**src/rtl/sra_pkg.sv**
```systemverilog
package sra_pkg;

  // Width of a counter that spans 0 .. ratio-1 (never narrower than one bit).
  function automatic int unsigned slot_width(int unsigned ratio);
    return (ratio > 1) ? $clog2(ratio) : 1;
  endfunction

  // True at the final position of a group.
  function automatic logic is_last_slot(logic [31:0] slot, int unsigned ratio);
    return slot == ratio - 1;
  endfunction

  // True at a group position that carries sub-chain data.
  function automatic logic is_lane_slot(logic [31:0] slot, int unsigned nsub);
    return slot < nsub;
  endfunction

endpackage

```
**src/rtl/sra_phase_ctr.sv**
```systemverilog
module sra_phase_ctr #(
  parameter int unsigned RATIO = 10,
  parameter int unsigned CNT_W = sra_pkg::slot_width(RATIO)
) (
  input  logic             clk,
  input  logic             rst_n,
  input  logic             en,
  output logic [CNT_W-1:0] slot,
  output logic             group_end,
  output logic             strobe
);
  logic [CNT_W-1:0] slot_q;
  logic             strobe_q;

  assign group_end = en && sra_pkg::is_last_slot(32'(slot_q), RATIO);

  always_ff @(posedge clk or negedge rst_n) begin
    if (!rst_n)         slot_q <= '0;
    else if (!en)       slot_q <= '0;
    else if (group_end) slot_q <= '0;
    else                slot_q <= slot_q + CNT_W'(1);
  end

  // The strobe is registered, so it arrives clean in the cycle after the group closes.
  always_ff @(posedge clk or negedge rst_n) begin
    if (!rst_n) strobe_q <= 1'b0;
    else        strobe_q <= group_end;
  end

  assign slot   = slot_q;
  assign strobe = strobe_q;
endmodule

```
**src/rtl/sra_lane_sipo.sv**
```systemverilog
module sra_lane_sipo #(
  parameter int unsigned NUM_SUB = 4,
  parameter int unsigned CNT_W   = 4
) (
  input  logic               clk,
  input  logic               rst_n,
  input  logic               en,
  input  logic [CNT_W-1:0]   slot,
  input  logic               ser_in,
  output logic [NUM_SUB-1:0] lanes
);
  logic [NUM_SUB-1:0] hit;
  logic [NUM_SUB-1:0] lane_q;

  // One decode per lane: a lane loads only at its own position in the group.
  for (genvar k = 0; k < NUM_SUB; k++) begin : g_hit
    assign hit[k] = en && (slot == CNT_W'(k));
  end

  always_ff @(posedge clk or negedge rst_n) begin
    if (!rst_n) begin
      lane_q <= '0;
    end else begin
      for (int k = 0; k < NUM_SUB; k++) begin
        if (hit[k]) lane_q[k] <= ser_in;
      end
    end
  end

  assign lanes = lane_q;
endmodule

```
**src/rtl/sra_lane_piso.sv**
```systemverilog
module sra_lane_piso #(
  parameter int unsigned NUM_SUB = 4
) (
  input  logic               clk,
  input  logic               rst_n,
  input  logic               en,
  input  logic               load,
  input  logic [NUM_SUB-1:0] par_in,
  output logic               ser_out
);
  logic [NUM_SUB-1:0] shreg_q;

  // Bit 0 goes out directly in the load cycle, so only bits 1.. are stored.
  always_ff @(posedge clk or negedge rst_n) begin
    if (!rst_n)     shreg_q <= '0;
    else if (load)  shreg_q <= par_in >> 1;
    else if (!en)   shreg_q <= '0;
    else            shreg_q <= shreg_q >> 1;
  end

  assign ser_out = en && (load ? par_in[0] : shreg_q[0]);
endmodule

```
**src/rtl/scan_rate_adapter.sv**
```systemverilog
module scan_rate_adapter #(
  parameter int unsigned NUM_SUB = 4,
  parameter int unsigned RATIO   = 10,
  localparam int unsigned CNT_W  = sra_pkg::slot_width(RATIO)
) (
  input  logic               clk,
  input  logic               rst_n,
  input  logic               scan_en,
  input  logic               scan_in,
  output logic               scan_out,
  output logic [NUM_SUB-1:0] sub_si,
  input  logic [NUM_SUB-1:0] sub_so,
  output logic               sub_shift
);
  // Internal events, named so that the checker can observe them.
  logic [CNT_W-1:0] slot;
  logic             group_end;

  sra_phase_ctr #(.RATIO(RATIO), .CNT_W(CNT_W)) u_ctr (
    .clk       (clk),
    .rst_n     (rst_n),
    .en        (scan_en),
    .slot      (slot),
    .group_end (group_end),
    .strobe    (sub_shift)
  );

  sra_lane_sipo #(.NUM_SUB(NUM_SUB), .CNT_W(CNT_W)) u_sipo (
    .clk    (clk),
    .rst_n  (rst_n),
    .en     (scan_en),
    .slot   (slot),
    .ser_in (scan_in),
    .lanes  (sub_si)
  );

  sra_lane_piso #(.NUM_SUB(NUM_SUB)) u_piso (
    .clk     (clk),
    .rst_n   (rst_n),
    .en      (scan_en),
    .load    (sub_shift),
    .par_in  (sub_so),
    .ser_out (scan_out)
  );
endmodule

```
**config.mk**
```make
export PLATFORM = sky130hd
export DESIGN_NAME = scan_rate_adapter
export DESIGN_NICKNAME = d
export VERILOG_FILES = /design/src/rtl/sra_pkg.sv /design/src/rtl/sra_phase_ctr.sv /design/src/rtl/sra_lane_sipo.sv /design/src/rtl/sra_lane_piso.sv /design/src/rtl/scan_rate_adapter.sv
export SDC_FILE = /design/constraint.sdc
export NUM_CORES = 1
export LEC_CHECK = 0
export BUFFER_PORTS_ARGS = -buffer_cell sky130_fd_sc_hd__buf_2
export CELL_PAD_IN_SITES_DETAIL_PLACEMENT = 0
export CELL_PAD_IN_SITES_GLOBAL_PLACEMENT = 1
export CORE_MARGIN = 4
export CORE_UTILIZATION = 41
export DETAILED_ROUTE_END_ITERATION = 8
export GPL_TIMING_DRIVEN = 0
export PLACE_DENSITY_LB_ADDON = 0.1
export SETUP_SLACK_MARGIN = 0.2
export SYNTH_ARGS = -nofsm -noshare
export SYNTH_HDL_FRONTEND = slang
export SYNTH_HIERARCHICAL = 1
export SYNTH_SLANG_ARGS = --single-unit
export TNS_END_PERCENT = 50
```
**constraint.sdc**
```tcl
create_clock -name clk -period 2.1 [get_ports clk]
set_clock_uncertainty 0.05 [all_clocks]
set_input_delay 0.315 -clock clk [delete_from_list [all_inputs] [get_ports clk]]
set_output_delay 0.315 -clock clk [all_outputs]
set_load 0.02 [all_outputs]
```
==> out/qor.csv <==
metric;value;unit
Clk Latency, worst-skew pair;0.26;ns
Critical Path AT;1.13;ns
fin crit share;0.713;
first-pass GRT wire length;1790;um
initial core utilization;0.467;
gpl congestion;0.684;
detailed-route DRC error count;0;
core area;1190;um2
Final Cell Area;683;um2
cell area after placement;637;um2
nature of the critical path endpoint;output port;
I/O Pins;14;
critical path class;reg2out;
Vias/cell;5.14;
largest net degree at the start of global routing;13;
worst min path class;in2reg;
Avg WL per Cell;13.1;um
total negative setup slack;0;ns
cell count after synthesis;46;
worst-margin pin slew;0.258;ns
Static Leak;0.322;nW
Final Hold Fails;0;
number of synthesized register bits;12;
Die Span X;44.8;um
Hold Buf Count CTS;1;
sequential share of the synthesized area;0.542;
RSZ-0062 raised after global routing;false;
DIE HEIGHT;44.8;um
CP Max Fanout;7;
# rows;12;
number of synthesis warnings;6;
deepest clock path buffer count;2;
# diodes;0;
initial antenna violation count;0;
Setup crit start kind;flip-flop;
via count of the first global-routing pass;417;
Avg Cell Area, Syn;12.0;um2
Finish-stage setup viols;0;
ANT nets after route;0;
layout cells sized above 1;0.344;
CTS tree;yes;
Overflow after GRT;0;
WL final;1020;um
port bufs;13;
Peak VDD IR;0.000453;V
status;completed;
vias post-DR;401;
MaxCap Viol Count;0;
DRT iter0 DRCs;2;
cell area after synthesis;554;um2
synth-to-layout area growth;23.3;%
All-Layer GR Usage;0.129;
clock root buffer;clkbuf_4;
HPWL after detailed placement;785;um
first-pass iteration count of the detailed router;3;
Netlist cell types;21;
CTS sink count;12;
die footprint;2000;um2
Post-CTS Setup Bufs;0;
fin crit period;1.50;ns
cts bufs inserted;3;
number of fill cells;114;
critical path required time;1.74;ns
Tot Pwr;576;uW
Clock Pin Slew Worst Setup and Hold Paths;0.07;ns
Slew Limit Fails;0;
Syn Nets;56;
CTS resizes;0;
Power per Cell Area;843;nW/um2
maximum clock rate;668;MHz
Rel. slew slack;0.828;
Final Net Count;75;
H-Tree Depth;1;
cells in the mapped netlist:
cell / number / area [um2]
mux2_4: 1 / 15.0
o21ai_0: 3 / 15.0
and4b_1: 1 / 10.0
dfrtp_1: 12 / 300
inv_1: 1 / 3.75
a21oi_1: 1 / 5.00
mux2i_1: 2 / 20.0
nor2b_1: 2 / 12.5
mux2_1: 2 / 22.5
nand4b_1: 1 / 8.76
ha_1: 2 / 25.0
and3_4: 1 / 11.3
and2_2: 1 / 7.51
nand4_1: 1 / 6.26
and4bb_1: 1 / 12.5
o31a_1: 1 / 8.76
nor2_1: 2 / 7.51
nor2_2: 1 / 6.26
nand2_1: 6 / 22.5
mux2_2: 1 / 11.3
nor3b_1: 3 / 22.5
final cells by class:
type / instances / area, um2 / share of cell area
clock buffers: 4 / 36.3 / 0.0531
inverters: 1 / 3.75 / 0.00549
multi-input cells: 33 / 250 / 0.366
flip-flops and latches: 12 / 300 / 0.440
well taps: 14 / 17.5 / 0.0256
repair buffers: 14 / 75.1 / 0.110
per-stage QoR:
stage,utilization,hold slack (ns),setup WS [ns],std cells
2_1_floorplan,-,-0.0306,0.779,46
3_3_place_gp,0.537,0.143,0.805,73
3_5_place_dp,0.537,0.154,0.768,73
4_1_cts,0.576,0.214,0.589,78
5_1_grt,0.576,0.219,0.516,78
6_report,0.576,0.218,0.603,78
final timing paths:
| kind | startpoint | end | slack, ns | cells past startpoint |
|---|---|---|---|---|
| max | u_ctr/strobe$_DFF_PN0_ | scan_out | 0.60 | 3 |
| min in group asynchronous | rst_n | u_piso/shreg_q[0]$_DFF_PN0_ | 0.41 | 2 |
| min reg2reg | u_sipo/lanes[2]$_DFFE_PN0P_ | u_sipo/lanes[2]$_DFFE_PN0P_ | 0.46 | 1 |
| max in group asynchronous | rst_n | u_sipo/lanes[2]$_DFFE_PN0P_ | 1.38 | 2 |
| min | sub_so[2] | u_piso/shreg_q[1]$_DFF_PN0_ | 0.22 | 3 |
| max reg2reg | u_ctr/slot[2]$_DFF_PN0_ | u_sipo/lanes[1]$_DFFE_PN0P_ | 0.76 | 3 |
registers in the layout (all words and copies together) (netlist names):
register        count
u_ctr/slot          4
u_ctr/strobe        1
u_piso/shreg_q      3
u_sipo/lanes        4
routing by layer:
layer,track usage,up-vias,share of wire
met5,0,-,0
met4,0.105,0,0.0098
met3,0.0239,2,0.069
met2,0.212,10,0.51
met1,0.144,190,0.41
li1,-,199,-
power breakdown:
part           internal [mW]  switching, mW
registers              0.260         0.0209
clock network          0.105         0.0711
logic                 0.0521         0.0660
worst max-delay path, stage by stage (launching register included):
cell and delay, ns:
dfrtp_1 0.46, mux2i_1 0.21, nor2b_1 0.05, buf_2 0.15
layout by cell type, fill, tap and decap left out, drive strengths merged:
cell type	netlist	layout
mux2i	2	2
nand4b	1	1
a21oi	1	1
nor2b	2	2
buf	0	13
mux2	4	4
nor3b	3	3
clkbuf	0	4
o31a	1	1
nor2	3	3
inv	1	1
and4b	1	1
nand4	1	1
dfrtp	12	12
nand2	6	6
and3	1	1
dlygate4sd3	0	1
ha	2	2
and2	1	1
o21ai	3	3
and4bb	1	1
cell families after synthesis:
logic type                 share of synthesized area
AOI/OAI and AO/OA                             0.0519
adders and majority gates                     0.0451
buffers and inverters                        0.00677
DFF                                            0.542
muxes                                          0.124
and+or+nand+nor                                0.230
Note: power is estimated with default switching activity, not from simulation.
